$ cat src/rtl/tt_alu_pkg.sv
package tt_alu_pkg;
  localparam int unsigned TT_BITS = 4;

  typedef enum logic [TT_BITS-1:0] {
    TT_ZERO   = 4'b0000,
    TT_AND    = 4'b1000,
    TT_XOR    = 4'b0110,
    TT_OR     = 4'b1110,
    TT_PASS_B = 4'b1010,
    TT_NOT_B  = 4'b0101,
    TT_PASS_A = 4'b1100,
    TT_NOT_A  = 4'b0011,
    TT_ONES   = 4'b1111
  } tt_code_e;
endpackage

$ cat src/rtl/tt_alu_logic.sv
module tt_alu_logic
  import tt_alu_pkg::*;
#(
  parameter int unsigned DATA_W = 8
) (
  input  logic [DATA_W-1:0]  a_i,
  input  logic [DATA_W-1:0]  b_i,
  input  logic [TT_BITS-1:0] code_i,
  output logic [DATA_W-1:0]  f_o
);
  // One 4:1 selector per bit: operand bits address the truth table.
  for (genvar gi = 0; gi < DATA_W; gi++) begin : g_bit
    logic [1:0] sel;
    assign sel      = {a_i[gi], b_i[gi]};
    assign f_o[gi]  = code_i[sel];
  end

  always_comb begin
    if (code_i == TT_ZERO) begin
      p_allzero_r2: assert (f_o == '0);
    end
    if (code_i == TT_ONES) begin
      p_allone_r2: assert (f_o == '1);
    end
  end
endmodule

$ cat src/rtl/tt_alu_gate.sv
module tt_alu_gate #(
  parameter int unsigned DATA_W = 8
) (
  input  logic [DATA_W-1:0] a_i,
  input  logic              en_i,
  output logic [DATA_W-1:0] y_o
);
  assign y_o = a_i & {DATA_W{en_i}};
endmodule

$ cat src/rtl/tt_alu_adder.sv
module tt_alu_adder #(
  parameter int unsigned DATA_W = 8
) (
  input  logic [DATA_W-1:0] x_i,
  input  logic [DATA_W-1:0] y_i,
  input  logic              cin_i,
  output logic [DATA_W-1:0] sum_o,
  output logic              cout_o
);
  localparam int unsigned SUM_W = DATA_W + 1;

  logic [SUM_W-1:0] full;
  assign full   = {1'b0, x_i} + {1'b0, y_i} + {{DATA_W{1'b0}}, cin_i};
  assign sum_o  = full[DATA_W-1:0];
  assign cout_o = full[DATA_W];

  // A wrapped sum can never exceed either addend.
  always_comb begin
    if (cout_o) begin
      p_carry_wrap_r5: assert (sum_o <= x_i && sum_o <= y_i);
    end else begin
      p_carry_none_r5: assert (sum_o >= x_i && sum_o >= y_i);
    end
  end
endmodule

$ cat src/rtl/tt_alu.sv
module tt_alu
  import tt_alu_pkg::*;
#(
  parameter int unsigned DATA_W = 8
) (
  input  logic                clk,
  input  logic                rst,
  input  logic [DATA_W-1:0]   op_a,
  input  logic [DATA_W-1:0]   op_b,
  input  logic [TT_BITS-1:0]  tt_code,
  input  logic                a_keep,
  input  logic                carry_in,
  output logic [DATA_W-1:0]   result,
  output logic                carry_out,
  output logic                zero_flag
);
  logic [DATA_W-1:0] logic_val;
  logic [DATA_W-1:0] a_gated;
  logic [DATA_W-1:0] sum_val;
  logic              sum_co;

  tt_alu_logic #(.DATA_W(DATA_W)) u_logic (
    .a_i    (op_a),
    .b_i    (op_b),
    .code_i (tt_code),
    .f_o    (logic_val)
  );

  tt_alu_gate #(.DATA_W(DATA_W)) u_gate (
    .a_i  (op_a),
    .en_i (a_keep),
    .y_o  (a_gated)
  );

  tt_alu_adder #(.DATA_W(DATA_W)) u_add (
    .x_i    (a_gated),
    .y_i    (logic_val),
    .cin_i  (carry_in),
    .sum_o  (sum_val),
    .cout_o (sum_co)
  );

  always_ff @(posedge clk) begin
    if (rst) begin
      result    <= '0;
      carry_out <= 1'b0;
      zero_flag <= 1'b1;
    end else begin
      result    <= sum_val;
      carry_out <= sum_co;
      zero_flag <= ~|sum_val;
    end
  end

  p_zero_r6: assert property (@(posedge clk) disable iff (rst)
    zero_flag == (result == '0));

  p_sub_r7: assert property (@(posedge clk) disable iff (rst)
    (a_keep && tt_code == TT_NOT_B && carry_in) |=>
      (result == DATA_W'($past(op_a) - $past(op_b)) &&
       carry_out == ($past(op_a) >= $past(op_b))));
endmodule

$ cat config.mk
export PLATFORM = sky130hd
export DESIGN_NAME = tt_alu
export DESIGN_NICKNAME = d
export VERILOG_FILES = /design/src/rtl/tt_alu_pkg.sv /design/src/rtl/tt_alu_logic.sv /design/src/rtl/tt_alu_gate.sv /design/src/rtl/tt_alu_adder.sv /design/src/rtl/tt_alu.sv
export SDC_FILE = /design/constraint.sdc
export NUM_CORES = 1
export LEC_CHECK = 0
export BUFFER_PORTS_ARGS = -buffer_cell sky130_fd_sc_hd__buf_4
export CAP_MARGIN = 20
export CORE_MARGIN = 3
export CORE_UTILIZATION = 40
export CTS_CLUSTER_DIAMETER = 60
export DETAILED_ROUTE_END_ITERATION = 10
export PLACE_DENSITY = 0.76
export SLEW_MARGIN = 0
export SYNTH_ARGS = -nofsm -noshare
export SYNTH_HDL_FRONTEND = slang
export SYNTH_HIERARCHICAL = 1
export SYNTH_SLANG_ARGS = --single-unit
$ cat constraint.sdc
create_clock -name clk -period 3.2 [get_ports clk]
set_input_delay 0.64 -clock clk [delete_from_list [all_inputs] [get_ports clk]]
set_output_delay 0.64 -clock clk [all_outputs]
set_load 0.02 [all_outputs]
## Word level (Yosys, flattened, before mapping)

Cells that the tools add are included.

- Add/subtract/negate cells: 2
- Magnitude comparators: 8
- Multiplexer cells: 16
- Bitwise operators: 1
- Reduce and logical (&&, ||, !) cells: 2

Operator list:

| kind | number |
|---|---|
| $lt 2x3->1 const B | 8 |
| $bmux 1 s2 | 8 |
| $add 8x8->9 | 1 |
| $add 9x1->9 | 1 |
| $and 8x8->8 | 1 |
| $mux 1 | 8 |
| $reduce_or 8->1 | 1 |
| $logic_not 1->1 | 1 |

- Flip-flop bits (word level): 10
- Bits of input ports: 24

## Logic depth before layout (Yosys ltp)

- Depth in word-level cells: 6
- Mapped depth: 9

## By module

The synthesis kept the hierarchy.

By module, submodules not included:

| module | instances | cells an instance | area each (µm²) | seq. area each (µm²) |
|---|---|---|---|---|
| tt_alu_adder | 1 | 42 | 331.6 | 0.0 |
| tt_alu | 1 | 22 | 289.0 | 200.2 |
| tt_alu_logic | 1 | 8 | 180.2 | 0.0 |
| tt_alu_gate | 1 | 8 | 50.0 | 0.0 |

## Least setup slack after synthesis

Ideal clock, no wire load.

- Path type: in2reg
- Start: in op_b[0]
- End: reg zero_flag
- Arrival time: 2767 ps
- Data required time: 3143 ps
- Setup slack: 375 ps
- Stages on the path: 9
- Cell sequence: mux4_2 -> fa_1 -> fa_1 -> a21oi_1 -> nor2_1 -> nor2_1 -> xnor2_1 -> nor4_2 -> a21o_1

- Word-level cells in the longest chain between the ends: 6

Ends and longest elaborated chain:

| element | line | text |
|---|---|---|
| start, declared | tt_alu.sv:9 | `input logic [DATA_W-1:0] op_b,` |
| $bmux 1 s2 | tt_alu_logic.sv:15 | `assign f_o[gi] = code_i[sel];` |
| $mux 1 (not written as such) | tt_alu_logic.sv:15 |  |
| $add 8x8->9 | tt_alu_adder.sv:13 | `assign full = {1'b0, x_i} + {1'b0, y_i} + {{DATA_W{1'b0}}, cin_i};` |
| $add 9x1->9 | tt_alu_adder.sv:13 |  |
| net sum_val[6] | tt_alu.sv:19 | `logic [DATA_W-1:0] sum_val;` |
| $reduce_or 8->1 | tt_alu.sv:51 | `zero_flag <= ~\|sum_val;` |
| $logic_not 1->1 | tt_alu.sv:51 |  |
| end signal, assigned | tt_alu.sv:51 |  |
| end, declared | tt_alu.sv:15 | `output logic zero_flag` |

The timed path passes the listed nets, and every way through them passes these cells. The select of a mux whose other input is x is not followed.
A chain may end at the register's enable or synchronous reset.

## Worst setup path after layout

- Start: in tt_code[3]
- End: reg zero_flag

- Word-level cells in the longest chain between the ends: 6
- Elaborated cells on any way between the ends: 20
- Those cells by class: add/sub (2); mux (16); reduce/logical (2)

Ends and longest elaborated chain:

| element | line | text |
|---|---|---|
| start, declared | tt_alu.sv:10 | `input logic [TT_BITS-1:0] tt_code,` |
| $bmux 1 s2 | tt_alu_logic.sv:15 |  |
| $mux 1 (not written as such) | tt_alu_logic.sv:15 |  |
| net logic_val[0] | tt_alu.sv:17 | `logic [DATA_W-1:0] logic_val;` |
| $add 8x8->9 | tt_alu_adder.sv:13 |  |
| $add 9x1->9 | tt_alu_adder.sv:13 |  |
| net sum_val[6] | tt_alu.sv:19 |  |
| $reduce_or 8->1 | tt_alu.sv:51 |  |
| $logic_not 1->1 | tt_alu.sv:51 |  |

The timed path passes the listed nets, and every way through them passes these cells. The select of a mux whose other input is x is not followed.

==> flow_summary_export.csv <==
group,metric,value,unit
run_status,status,"complete, no violations",
routing,drt_wl_total,1633,µm
sta,slew_viol_final,0,
setup_path,required,3.39,ns
logic_synthesis,synth_area,850.8,µm²
routing,drtIter0Drc,7,
cts,postCtsSetupBuffers,0,
die,fp.dieH,52.12,µm
cts,cts_hold_buf,0,
place,portBuffers,33,
cts,clk_pin_slew,0.05,ns
min_path,hold_class,"in -> reg",
die,die_w,52.12,µm
setup_path,worstSetupEndpointType,"flip-flop",
sta,tns,0,ns
grt,grt_pass1_wl,2829,µm
routing,drc,0,
setup_path,critPathArrivalTime,3.03,ns
power,p_leak,0.0005245,µW
grt,grt_max_degree,11,
cts,cts_sinks,10,
cts,htree_levels,1,
logic_synthesis,ys_async_sr_fraction,0,%
die,initial_core_util,42.93,%
grt,antenna_found_initial,0,
cts,cts_root_buffer,"clkbuf_4",
finish,diodes,0,
finish,syn2layout_area_growth,35.74,%
grt,first_global_vias,752,
logic_synthesis,synthCells,80,
power,power_density,386.4,nW/µm²
sta,setup_viol,0,
cts,cts_buffer_depth,2,
sta,fin_crit,2.835,ns
place,place_congestion,0.7198,
sta,worst_pin_slew,0.3646,ns
cts,cts_tree,"yes",
sta,fin_crit_sh,88.60,%
grt,grt_usage,13.69,%
logic_synthesis,synth-edff-count,0,
power,power,446.3,µW
cts,cts_buffers,3,
logic_synthesis,ys_seq_area_share,23.53,%
routing,vias_per_cell,5.210,
die,std_cell_rows,16,
run,drv_cap,0,
sta,final_hold_viol_count,0,
min_path,holdPathEnd,"result[2]",
min_path,hp-start,"rst",
power,peakVddDrop,178.6,µV
sta,max_slew_margin,75.06,%
sta,fmax,352.7,MHz
sta,rsz0062_at_grt,"false",
die,ios,34,
logic_synthesis,synth_cell_type_count,24,
die,die_area,2716,µm²
logic_synthesis,synth-seq-cells,10,
routing,wl_per_cell,11.42,µm
routing,dr.pass1.iters,2,
finish,drive_above_1_share,40.52,%
logic_synthesis,synth_warnings,6,
setup_path,path_max_fanout,8,
routing,num_vias,745,
finish,fillers,179,
logic_synthesis,ys.flop_type,"dfxtp_1",
setup_path,cp-start-kind,"primary input",
logic_synthesis,syn_nets,113,
grt,overflow,0,
cts,ctsResizeCount,0,
logic_synthesis,avgSynthCellArea,10.64,µm²
min_path,whs_path_depth,2,
die,core,1982,µm²
finish,fin_nets,151,
setup_path,path_class,"in -> reg",
routing,drtAntennaViolNets,0,
[cells by family after synthesis]
| kind of cell | Yosys count | share of synthesized area [%] |
|---|---|---|
| flip-flops | 10 | 23.53 |
| AO/OA/AOI/OAI | 14 | 11.47 |
| XOR/XNOR | 4 | 4.118 |
| multiplexers | 9 | 22.35 |
| buffers and inverters | 3 | 1.323 |
| adder cells (fa/ha/maj) | 9 | 15.00 |
| AND/OR/NAND/NOR | 31 | 22.21 |
[synth_stat cells, types with 3 or more instances]
library cell  number  area share (%)
a21o_1             3             2.6
a21oi_1            5             2.9
and2_1             8             5.9
dfxtp_1           10              24
ha_1               7              10
mux4_2             8              21
nand2_1            3             1.3
nor2b_1           11             8.1
[critical path, stage by stage]
cell and delay [ns]:
buf_4 0.13, mux4_2 0.48, fa_1 0.44, fa_1 0.42, a21oi_1 0.21, nor2_1 0.06
nor2_1 0.14, xnor2_1 0.11, nor4_2 0.24, a21o_1 0.14
[cell usage in the layout, fill, tap and decap left out]
| cell type | instances |
|---|---|
| a2111oi_0 | 1 |
| a21o_1 | 3 |
| a21oi_1 | 5 |
| a221oi_1 | 1 |
| a311o_1 | 2 |
| and2_1 | 8 |
| buf_4 | 33 |
| clkbuf_4 | 3 |
| dfxtp_1 | 10 |
| fa_1 | 2 |
| ha_1 | 7 |
| inv_1 | 2 |
| inv_2 | 1 |
| mux2i_1 | 1 |
| mux4_2 | 8 |
| nand2_1 | 3 |
| nand3_1 | 2 |
| nor2_1 | 2 |
| nor2b_1 | 11 |
| nor3_1 | 2 |
| nor4_1 | 1 |
| nor4_2 | 2 |
| o21ai_0 | 1 |
| o21bai_1 | 1 |
| xnor2_1 | 2 |
| xor2_1 | 2 |
[through the flow]
stage / area (µm²) / util (%) / setup slack, ns / hold WS [ns] / std cells
after floorplan: 850.8 / - / 0.3755 / 0.7116 / 80
after global placement: 1132 / 57.13 / 0.1649 / 0.8846 / 140
after detailed placement: 1132 / 57.13 / 0.09485 / 0.8821 / 140
after CTS: 1155 / 58.27 / 0.3496 / 0.6115 / 143
after global routing: 1155 / 58.27 / 0.2133 / 0.6231 / 143
final: 1155 / 58.27 / 0.3649 / 0.6223 / 143
[registers in the layout, summed over array words and instances, names as in the netlist]
register,cells
carry_out,1
zero_flag,1
result,8
[cell type report]
| cell class | instances | area (µm²) | area share (%) |
|---|---|---|---|
| Timing Repair Buffer | 33 | 247.7 | 21.45 |
| Sequential cell | 10 | 200.2 | 17.33 |
| Clock buffer | 3 | 22.52 | 1.950 |
| Tap cell | 27 | 33.78 | 2.925 |
| Inverter | 3 | 11.26 | 0.9751 |
| Multi-Input combinational cell | 67 | 639.4 | 55.36 |
[power breakdown]
part	total, µW	internal [µW]	switching [µW]
clock	75.2	42.8	32.4
combinational	223	114	109
sequential	148	144	4.47
[worst max-delay path by stage]
stage	startpoint	to	slack, ns	depth (start not counted)
6_report	tt_code[3]	zero_flag	0.36	10
5_1_grt	tt_code[3]	zero_flag	0.21	10
4_1_cts	tt_code[3]	zero_flag	0.35	10
3_5_place_dp	tt_code[3]	zero_flag	0.09	10
3_3_place_gp	tt_code[3]	zero_flag	0.16	10
2_1_floorplan	op_b[0]	zero_flag	0.38	9
[per-layer routing]
layer  up-vias  part of all wire [%]  GRT usage [%]
met1       334                    37          13.04
met4         0                     0          6.550
met5         -                     0              0
met3         0                   9.9          1.433
li1        378                     -              -
met2        33                    53          28.03
(Power assumes the default switching activity.)
